===== config.mk =====
export PLATFORM = sky130hd
export DESIGN_NAME = pcfg_addr_xlat
export DESIGN_NICKNAME = d
export VERILOG_FILES = /design/src/rtl/pcfg_pkg.sv /design/src/rtl/pcfg_route.sv /design/src/rtl/pcfg_addr_build.sv /design/src/rtl/pcfg_out_stage.sv /design/src/rtl/pcfg_addr_xlat.sv
export SDC_FILE = /design/constraint.sdc
export NUM_CORES = 1
export LEC_CHECK = 0
export BUFFER_PORTS_ARGS = -buffer_cell sky130_fd_sc_hd__buf_4
export CAP_MARGIN = 25
export CORE_UTILIZATION = 50
export CTS_CLUSTER_SIZE = 14
export DETAILED_ROUTE_END_ITERATION = 8
export PLACE_DENSITY = 0.84
export SYNTH_ARGS = -nofsm -noshare
export SYNTH_HDL_FRONTEND = slang
export SYNTH_SLANG_ARGS = --single-unit

===== constraint.sdc =====
create_clock -name clk -period 6.8 [get_ports clk]
set_clock_uncertainty 0.1 [all_clocks]
set_input_delay 1.36 -clock clk [delete_from_list [all_inputs] [get_ports clk]]
set_output_delay 1.36 -clock clk [all_outputs]
set_load 0.005 [all_outputs]

===== src/rtl/pcfg_pkg.sv =====
package pcfg_pkg;
  localparam int ADDR_W = 32;
  localparam int BUS_W  = 8;
  localparam int DEV_W  = 5;
  localparam int FN_W   = 3;
  localparam int REG_W  = 6;
  localparam int IDSEL_LO = 16;
  localparam int IDSEL_N  = ADDR_W - IDSEL_LO;

  typedef enum logic [1:0] {
    RT_LOCAL0 = 2'd0,
    RT_CONV   = 2'd1,
    RT_FWD1   = 2'd2,
    RT_REJECT = 2'd3
  } route_e;

  typedef struct packed {
    logic [ADDR_W-1:0] addr;
    logic              claim;
    logic              type1;
    logic              wr;
  } result_t;
endpackage


===== src/rtl/pcfg_route.sv =====
module pcfg_route
  import pcfg_pkg::*;
(
  input  logic             is_type1,
  input  logic [BUS_W-1:0] bus,
  input  logic [BUS_W-1:0] sec_bus,
  input  logic [BUS_W-1:0] sub_bus,
  output route_e           route
);
  logic hit_sec;
  logic in_down;

  assign hit_sec = (bus == sec_bus);
  assign in_down = (bus > sec_bus) && (bus <= sub_bus);

  always_comb begin
    if (!is_type1)    route = RT_LOCAL0;
    else if (hit_sec) route = RT_CONV;
    else if (in_down) route = RT_FWD1;
    else              route = RT_REJECT;
  end
endmodule


===== src/rtl/pcfg_addr_build.sv =====
module pcfg_addr_build
  import pcfg_pkg::*;
(
  input  route_e            route,
  input  logic [BUS_W-1:0]  bus,
  input  logic [DEV_W-1:0]  dev,
  input  logic [FN_W-1:0]   fn,
  input  logic [REG_W-1:0]  regi,
  output logic [ADDR_W-1:0] addr
);
  localparam int LOW_W = FN_W + REG_W;
  localparam int TOP_PAD = ADDR_W - IDSEL_LO - BUS_W;

  logic [IDSEL_N-1:0] idsel;
  logic [DEV_W-1:0]   up0_sel;
  logic [LOW_W-1:0]   low_fields;

  genvar gi;
  generate
    for (gi = 0; gi < IDSEL_N; gi++) begin : g_idsel
      assign idsel[gi] = (dev == DEV_W'(gi));
    end
  endgenerate

  assign up0_sel    = {dev == 5'd31, dev == 5'd30, 3'b000};
  assign low_fields = {fn, regi};

  always_comb begin
    unique case (route)
      RT_LOCAL0: addr = {{IDSEL_N{1'b0}}, up0_sel, low_fields, 2'b00};
      RT_CONV:   addr = {idsel, {DEV_W{1'b0}}, low_fields, 2'b00};
      RT_FWD1:   addr = {{TOP_PAD{1'b0}}, bus, dev, low_fields, 2'b01};
      default:   addr = '0;
    endcase
  end

  always_comb begin
    if (route == RT_CONV)
      assert ($onehot0(addr[ADDR_W-1:IDSEL_LO]))
        else $error("p_conv_onehot_r4: idsel not one-hot");
  end
endmodule


===== src/rtl/pcfg_out_stage.sv =====
module pcfg_out_stage
  import pcfg_pkg::*;
(
  input  logic    clk,
  input  logic    rst_n,
  input  logic    take,
  input  result_t next,
  input  logic    out_ready,
  output logic    out_valid,
  output result_t held
);
  always_ff @(posedge clk) begin
    if (!rst_n) begin
      out_valid <= 1'b0;
      held      <= '0;
    end else if (take) begin
      out_valid <= 1'b1;
      held      <= next;
    end else if (out_ready) begin
      out_valid <= 1'b0;
    end
  end

  p_hold_stable_r2: assert property (@(posedge clk) disable iff (!rst_n)
    out_valid && !out_ready |=> out_valid && $stable(held));
  p_drain_r2: assert property (@(posedge clk) disable iff (!rst_n)
    out_valid && out_ready |=> !out_valid);
  p_no_take_busy_r2: assert property (@(posedge clk) disable iff (!rst_n)
    out_valid |-> !take);
endmodule


===== src/rtl/pcfg_addr_xlat.sv =====
module pcfg_addr_xlat
  import pcfg_pkg::*;
(
  input  logic              clk,
  input  logic              rst_n,
  input  logic [BUS_W-1:0]  sec_bus,
  input  logic [BUS_W-1:0]  sub_bus,
  input  logic              req_valid,
  output logic              req_ready,
  input  logic              req_type,
  input  logic [BUS_W-1:0]  req_bus,
  input  logic [DEV_W-1:0]  req_dev,
  input  logic [FN_W-1:0]   req_fn,
  input  logic [REG_W-1:0]  req_reg,
  input  logic              req_wr,
  output logic              out_valid,
  input  logic              out_ready,
  output logic [ADDR_W-1:0] out_addr,
  output logic              out_claim,
  output logic              out_type1,
  output logic              out_wr
);
  route_e  route;
  result_t next;
  result_t held;
  logic    take;

  pcfg_route u_route (
    .is_type1 (req_type),
    .bus      (req_bus),
    .sec_bus  (sec_bus),
    .sub_bus  (sub_bus),
    .route    (route)
  );

  pcfg_addr_build u_build (
    .route (route),
    .bus   (req_bus),
    .dev   (req_dev),
    .fn    (req_fn),
    .regi  (req_reg),
    .addr  (next.addr)
  );

  assign next.claim = (route != RT_REJECT);
  assign next.type1 = (route == RT_FWD1);
  assign next.wr    = req_wr;

  assign req_ready = !out_valid;
  assign take      = req_valid && req_ready;

  pcfg_out_stage u_out (
    .clk       (clk),
    .rst_n     (rst_n),
    .take      (take),
    .next      (next),
    .out_ready (out_ready),
    .out_valid (out_valid),
    .held      (held)
  );

  assign out_addr  = held.addr;
  assign out_claim = held.claim;
  assign out_type1 = held.type1;
  assign out_wr    = held.wr;

  p_fwd_low_r7: assert property (@(posedge clk) disable iff (!rst_n)
    out_valid && out_type1 |-> out_claim && out_addr[1:0] == 2'b01);
  p_reject_zero_r8: assert property (@(posedge clk) disable iff (!rst_n)
    out_valid && !out_claim |-> out_addr == '0 && !out_type1);
  p_type0_shape_r6: assert property (@(posedge clk) disable iff (!rst_n)
    out_valid && out_claim && !out_type1 |->
      out_addr[1:0] == 2'b00 && $onehot0(out_addr[ADDR_W-1:11]));
  p_type1_range_r7: assert property (@(posedge clk) disable iff (!rst_n)
    out_valid && out_type1 |->
      out_addr[23:16] > sec_bus && out_addr[23:16] <= sub_bus);
endmodule


==> reports/results.md, run 1 <==
| Item | This run |
| --- | --- |
| Status | finished, final reports clean |
| Minimum setup slack among reg-to-reg paths | 4790 ps |
| Via count | 1,720 |
| Tightest slew margin relative to the limit | 51.6% |
| Syn-to-layout area delta | 37.2% |
| Root cell of the clock tree | sky130_fd_sc_hd__clkbuf_4 |
| Number of warnings reported in the yosys synthesis log | 0 |
| Reported leakage power | 1.19 nW |
| Number of hold buffers added after cts | 0 |
| Highest ir drop seen on vdd | 0.196 mV |
| Buffers inserted during post-CTS setup optimization | 0 |
| Total Negative Setup Slacks | 0 ps |
| Total of endpoints with negative setup slack in the final report | 0 |
| Placement Cell Area | 0.00240 mm2 |
| Final critical-path required period | 3150 ps |
| Setup crit start kind | input port |
| Post-synthesis instance area | 0.00181 mm2 |
| DP HPWL | 3490 um |
| CP arrival | 3350 ps |
| Die height | 62.2 um |
| Routed metal-1 wire length | 1990 um |
| Leading cell type in the layout, fill and taps excluded | sky130_fd_sc_hd__buf_4 |
| Proportion of register bits with asynchronous set or reset after synthesis | 0% |
| Total Routing Usage GR | 24.1% |
| FMAX | 318 MHz |
| Wire length per cell | 13.8 um |
| Most area-consuming cells after synthesis | sky130_fd_sc_hd__dfxtp_1 38%, sky130_fd_sc_hd__ha_1 11%, sky130_fd_sc_hd__a22o_1 9.2% |
| Die ar. | 0.00387 mm2 |
| Row count | 21 |
| Clock H-tree levels | 2 |
| Total count of hold-check failures in the final report | 0 |
| Number of instances resized during post-cts repair | 0 |
| Count of max-cap constraint violations | 0 |
| Portion of total power attributed to the clock network | 33.8% |
| Sequential share of the synthesized area | 37.6% |
| Antenna violations before repair | 0 |
| DRC violation count after routing | 0 |
| Starting density of the core | 53.4% |
| Cell taking the most area after synthesis | sky130_fd_sc_hd__dfxtp_1 |
| Proportion of netlist area held by the largest area contributor | 37.6% |
| Clock latency on the worst-skew pair | 330 ps |
| Drt initial violations | 83 |
| Mapped Cells | 202 |
| Proportion of layout cells with a drive suffix above 1 | 33.3% |
| Uppermost metal layer occupied by signal nets | met4 |
| Switching Fraction | 26.8% |
| CTS tree | built |
| Number of I/O port buffers | 79 |
| Depth of the worst register-to-register path | 6 |
| Commonest cells after routing, fill and taps aside | 80 x sky130_fd_sc_hd__buf_4, 34 x sky130_fd_sc_hd__dfxtp_1, 21 x sky130_fd_sc_hd__nand2_1 |
| Final count of pins violating max slew | 0 |
| Summed area of non-filler cells in the final layout | 0.00248 mm2 |
| Sw Pwr | 120 uW |
| Die width | 62.2 um |
| Deepest clock path buffer count | 2 |
| Number of buffers added by the clock tree synthesis step | 5 |
| Via/cell ratio | 5.34 |
| Register share of total power | 46.8% |
| Crit Path Category | input port to flop |
| Number of distinct library cell variants in the gate-level netlist after synthesis | 34 |
| Number of optimization iterations in the first detailed-route pass | 4 |
| Number of antenna cells inserted | 0 |
| Core region area | 0.00339 mm2 |
| Internal power contribution | 328 uW |
| Final worst path period share | 46.3% |
| Pwr Density | 181 mW/mm2 |
| Vias in the first global route | 1,577 |
| Crit Path Max Fanout | 5 |
| Slew at the pin with the worst max-slew slack | 719 ps |
| I/O pin total | 81 |
| Worst Hold Depth | 2 |
| Global-route wire length before repair | 7450 um |
| Synthesis-stage register bit count | 34 |
| Routed wire length | 4450 um |
| Met2 wire length | 2130 um |
| Worst Path Required | 7000 ps |
| Synth Flop Type | sky130_fd_sc_hd__dfxtp_1 |
| Final antenna-violating net count | 0 |
| Type of the most critical hold path | flop to flop |
| Final Net Count | 335 |
| Comb pwr share | 19.3% |
| Placer congestion estimate | 0.861 |
| Syn Area/Cell | 8.96 um2 |
| Maximum number of pins on one net before global-route repair | 20 |
| Post-Syn Nets | 262 |
| Clk sinks | 34 |
| Crit. End Element | flop |
| Met3 WL post-DR | 293 um |
| Worst-path clk slew | 120 ps |
| EDFF count, synth | 0 |
| Setup repair after global routing missed its margin | false |
| Filler cell count in the final layout | 269 |
| Total power | 449 uW |
| Remaining global-route overflow | 0 |
-- final timing paths --
kind / to / start
min reg2reg: u_out.held[0] / u_out.held[0]
min: u_out.held[0] / u_out.held[0]
max: u_out.held[22] / req_bus[6]
max reg2reg: u_out.held[34] / u_out.out_valid
-- through the flow --
stage                     instances  hold slack, ps  util (%)  setup WS (ps)
after floorplan                 202             360         -           3660
after global placement          313             349      70.7           3340
after detailed placement        314             352      70.9           3340
after CTS                       322             380      73.3           3710
after global routing            322             412      73.3           3600
final                           322             380      73.3           3650
-- final cells by class --
type                    instances  area [um2]  area share, %
clock buffers                   5        37.5           1.51
clock inverters                 3        45.0           1.81
inverters                      18        67.6           2.72
multi-input cells             136         996           40.1
flip-flops and latches         34         681           27.4
well taps                      46        57.6           2.32
repair buffers                 80         601           24.2
-- cell usage after synthesis, types with 3 or more instances --
library cell / number
sky130_fd_sc_hd__dfxtp_1: 34
sky130_fd_sc_hd__nand2_1: 21
sky130_fd_sc_hd__a22o_1: 19
sky130_fd_sc_hd__inv_1: 18
sky130_fd_sc_hd__ha_1: 16
sky130_fd_sc_hd__nor2b_1: 14
sky130_fd_sc_hd__o21ai_0: 9
sky130_fd_sc_hd__a21oi_1: 7
sky130_fd_sc_hd__clkbuf_1: 7
sky130_fd_sc_hd__a22oi_1: 6
sky130_fd_sc_hd__nand3_1: 6
sky130_fd_sc_hd__buf_2: 5
sky130_fd_sc_hd__nand4_1: 5
sky130_fd_sc_hd__and2_1: 4
sky130_fd_sc_hd__a21boi_0: 3
sky130_fd_sc_hd__nor2_1: 3
-- sequential cells by signal, summed over array words and instances, names as in the netlist --
register / flops
u_out.out_valid: 1
u_out.held: 33
-- power by group through the flow --
stage / Combinational (mW) / Clock (mW) / Sequential [mW]
3_5_place_dp: 0.0868 / 0 / 0.215
4_1_cts: 0.0870 / 0.154 / 0.210
3_3_place_gp: 0.0842 / 0 / 0.215
6_report: 0.0868 / 0.152 / 0.210
2_1_floorplan: 0.0452 / 0 / 0.215
5_1_grt: 0.0959 / 0.166 / 0.211
-- critical path, stage by stage --
cell and delay (ps):
sky130_fd_sc_hd__buf_4 120, sky130_fd_sc_hd__ha_1 300, sky130_fd_sc_hd__nand4_1 110, sky130_fd_sc_hd__or2_1 290
sky130_fd_sc_hd__nor4_1 560, sky130_fd_sc_hd__and2b_1 270, sky130_fd_sc_hd__a32o_1 190, sky130_fd_sc_hd__a22o_1 130
-- logic make-up after synthesis --
logic type	share of synthesized area, %
and+or+nand+nor	18.3
AOI/OAI and AO/OA	25.4
DFF	37.6
buffers and inverters	7.39
adders and majority gates	11.1
other	0.207
-- layer usage --
layer | global-route usage (%) | up-vias
met3 | 5.51 | 4
met5 | 0 | -
met4 | 5.23 | 0
met1 | 32.6 | 783
li1 | - | 867
met2 | 39.1 | 66
(Power assumes the default switching activity.)
==> inputs of run 2 (changes only) <==
--- a/config.mk
+++ b/config.mk
@@ -7,10 +7,10 @@
 export LEC_CHECK = 0
 export BUFFER_PORTS_ARGS = -buffer_cell sky130_fd_sc_hd__buf_4
 export CAP_MARGIN = 25
-export CORE_UTILIZATION = 50
+export CORE_UTILIZATION = 47
 export CTS_CLUSTER_SIZE = 14
 export DETAILED_ROUTE_END_ITERATION = 8
-export PLACE_DENSITY = 0.84
+export PLACE_DENSITY = 0.8
 export SYNTH_ARGS = -nofsm -noshare
 export SYNTH_HDL_FRONTEND = slang
 export SYNTH_SLANG_ARGS = --single-unit
==> constraint.sdc (replaced) <==
create_clock -name clk -period 3.1 [get_ports clk]
set_clock_uncertainty 0.1 [all_clocks]
set_input_delay 0.62 -clock clk [delete_from_list [all_inputs] [get_ports clk]]
set_output_delay 0.62 -clock clk [all_outputs]
set_load 0.005 [all_outputs]
==> reports/results.md, run 2 (same netlist as run 1, synthesis figures left out) <==
| Item | This run |
| --- | --- |
| Status | finished, violations left |
| Violated checks | DRC |
| Deepest clock path buffer count | 2 |
| Tightest slew margin relative to the limit | 51.3% |
| Row count | 22 |
| Setup crit start kind | input port |
| Final Instance Count excl. Fillers | 325 |
| Root cell of the clock tree | sky130_fd_sc_hd__clkbuf_8 |
| Remaining global-route overflow | 0 |
| DP HPWL | 3350 um |
| Pwr Density | 446 mW/mm2 |
| CTS tree | built |
| Buffers inserted during post-CTS setup optimization | 0 |
| Number of I/O port buffers | 79 |
| Clk sinks | 34 |
| Placed Cells incl. Taps | 317 |
| Global-route wire length before repair | 7330 um |
| Final Net Count | 336 |
| Core region area | 0.00369 mm2 |
| Die width | 64.1 um |
| Drt initial violations | 63 |
| Type of the most critical hold path | flop to flop |
| Slowest-stage cell, CP | sky130_fd_sc_hd__nor4_1 |
| I/O pin total | 81 |
| Final antenna-violating net count | 0 |
| Number of antenna cells inserted | 0 |
| Via count | 1,730 |
| Register with the most flip-flops | u_out.held |
| Reported leakage power | 1.23 nW |
| Count of max-cap constraint violations | 0 |
| Commonest cells after routing, fill and taps aside | 81 x sky130_fd_sc_hd__buf_4, 34 x sky130_fd_sc_hd__dfxtp_1, 21 x sky130_fd_sc_hd__nand2_1 |
| Slew at the pin with the worst max-slew slack | 723 ps |
| Setup repair after global routing missed its margin | false |
| Final worst path period share | 79.6% |
| Maximum number of pins on one net before global-route repair | 20 |
| Proportion of layout cells with a drive suffix above 1 | 33.6% |
| Crit. End Element | flop |
| Wire length per cell | 13.7 um |
| Clock H-tree levels | 2 |
| Sequential cell area | 681 um2 |
| Critical path's largest stage delay | 570 ps |
| DRC violation count after routing | 1 |
| Biggest regs | u_out.held (33), u_out.out_valid (1) |
| Die height | 64.1 um |
| FMAX | 405 MHz |
| Placer congestion estimate | 0.828 |
| Total Negative Setup Slacks | 0 ps |
| Number of buffers added by the clock tree synthesis step | 5 |
| Crit Path Max Fanout | 5 |
| Flip-flop count of the largest register after layout | 33 |
| Multi-input combinational cell area | 996 um2 |
| Total of endpoints with negative setup slack in the final report | 0 |
| Clock latency on the worst-skew pair | 280 ps |
| Syn-to-layout area delta | 40.8% |
| Crit path cell chain | buf_4 -> ha_1 -> nand4_1 -> or2_1 -> nor4_1 -> and2b_1 -> a32o_1 -> a22o_1 |
| Vias in the first global route | 1,623 |
| Worst-path clk slew | 70 ps |
| Leading cell type in the layout, fill and taps excluded | sky130_fd_sc_hd__buf_4 |
| Starting density of the core | 49.1% |
| Number of instances resized during post-cts repair | 0 |
| Filler cell count in the final layout | 328 |
| Antenna violations before repair | 0 |
| Crit Path Category | input port to flop |
| Number of optimization iterations in the first detailed-route pass | 6 |
| Final count of pins violating max slew | 0 |
| Number of hold buffers added after cts | 0 |
| Highest ir drop seen on vdd | 0.395 mV |
| CP arrival | 2600 ps |
| Via/cell ratio | 5.32 |
| Total Routing Usage GR | 23.1% |
| Final critical-path required period | 2470 ps |
| Total count of hold-check failures in the final report | 0 |
| Routed wire length | 4450 um |
| Worst Path Required | 3230 ps |
| Die ar. | 0.00410 mm2 |
[run 2: cell types whose count changed in the layout (fill, tap and decap cells not counted)]
cell	previous run	this run
sky130_fd_sc_hd__clkbuf_4	5	0
sky130_fd_sc_hd__clkinv_4	0	1
sky130_fd_sc_hd__buf_4	80	81
sky130_fd_sc_hd__bufinv_16	1	2
sky130_fd_sc_hd__clkbuf_8	0	5
sky130_fd_sc_hd__clkinvlp_4	2	0
[run 2: per-layer routing]
layer | vias up | global-route usage (%) | share of wire (%)
met5 | - | 0 | 0
met4 | 0 | 8.24 | 0.65
met3 | 5 | 5.36 | 5.6
met2 | 60 | 36.7 | 49
met1 | 798 | 30.2 | 45
li1 | 867 | - | -
[run 2: layout make-up]
type                    count  share of cell area [%]
clock buffers               5                    2.70
well taps                  48                    2.36
multi-input cells         136                    39.1
inverters                  18                    2.65
flip-flops and latches     34                    26.7
clock inverters             3                    2.70
repair buffers             81                    23.8
[run 2: path summary, 6_finish.rpt]
check | depth (start not counted) | endpoint | slack, ps | from
worst max-delay path | 8 | u_out.held[22] | 630 | req_bus[6]
worst max register to register | 4 | u_out.held[10] | 1240 | u_out.out_valid
worst min-delay path | 2 | u_out.held[0] | 370 | u_out.held[0]
worst min register to register | 2 | u_out.held[0] | 370 | u_out.held[0]
[run 2: where the power goes]
part / total, mW / internal (mW) / switching, mW / leakage (nW)
registers: 0.461 / 0.452 / 0.00883 / 0.276
clock network: 0.483 / 0.322 / 0.161 / 0.0683
logic: 0.193 / 0.100 / 0.0925 / 0.881
[run 2: stage by stage]
stage          util (%)  total power [mW]  setup slack, ps  instance area (um2)  hold slack [ps]
6_report           69.1              1.14              632                 2550              372
2_1_floorplan         -             0.571              703                 1810              360
4_1_cts            69.1              1.15              675                 2550              378
3_5_place_dp       65.4             0.663              388                 2410              357
3_3_place_gp       65.4             0.659              397                 2410              354
5_1_grt            69.1              1.19              515                 2550              392
[run 2: critical path: cells and delay by family]
kind / cells / cell delay, ps
buffers and inverters: 1 / 120
AND/OR/NAND/NOR: 4 / 1250
AO/OA/AOI/OAI: 2 / 320
adder cells (fa/ha/maj): 1 / 300
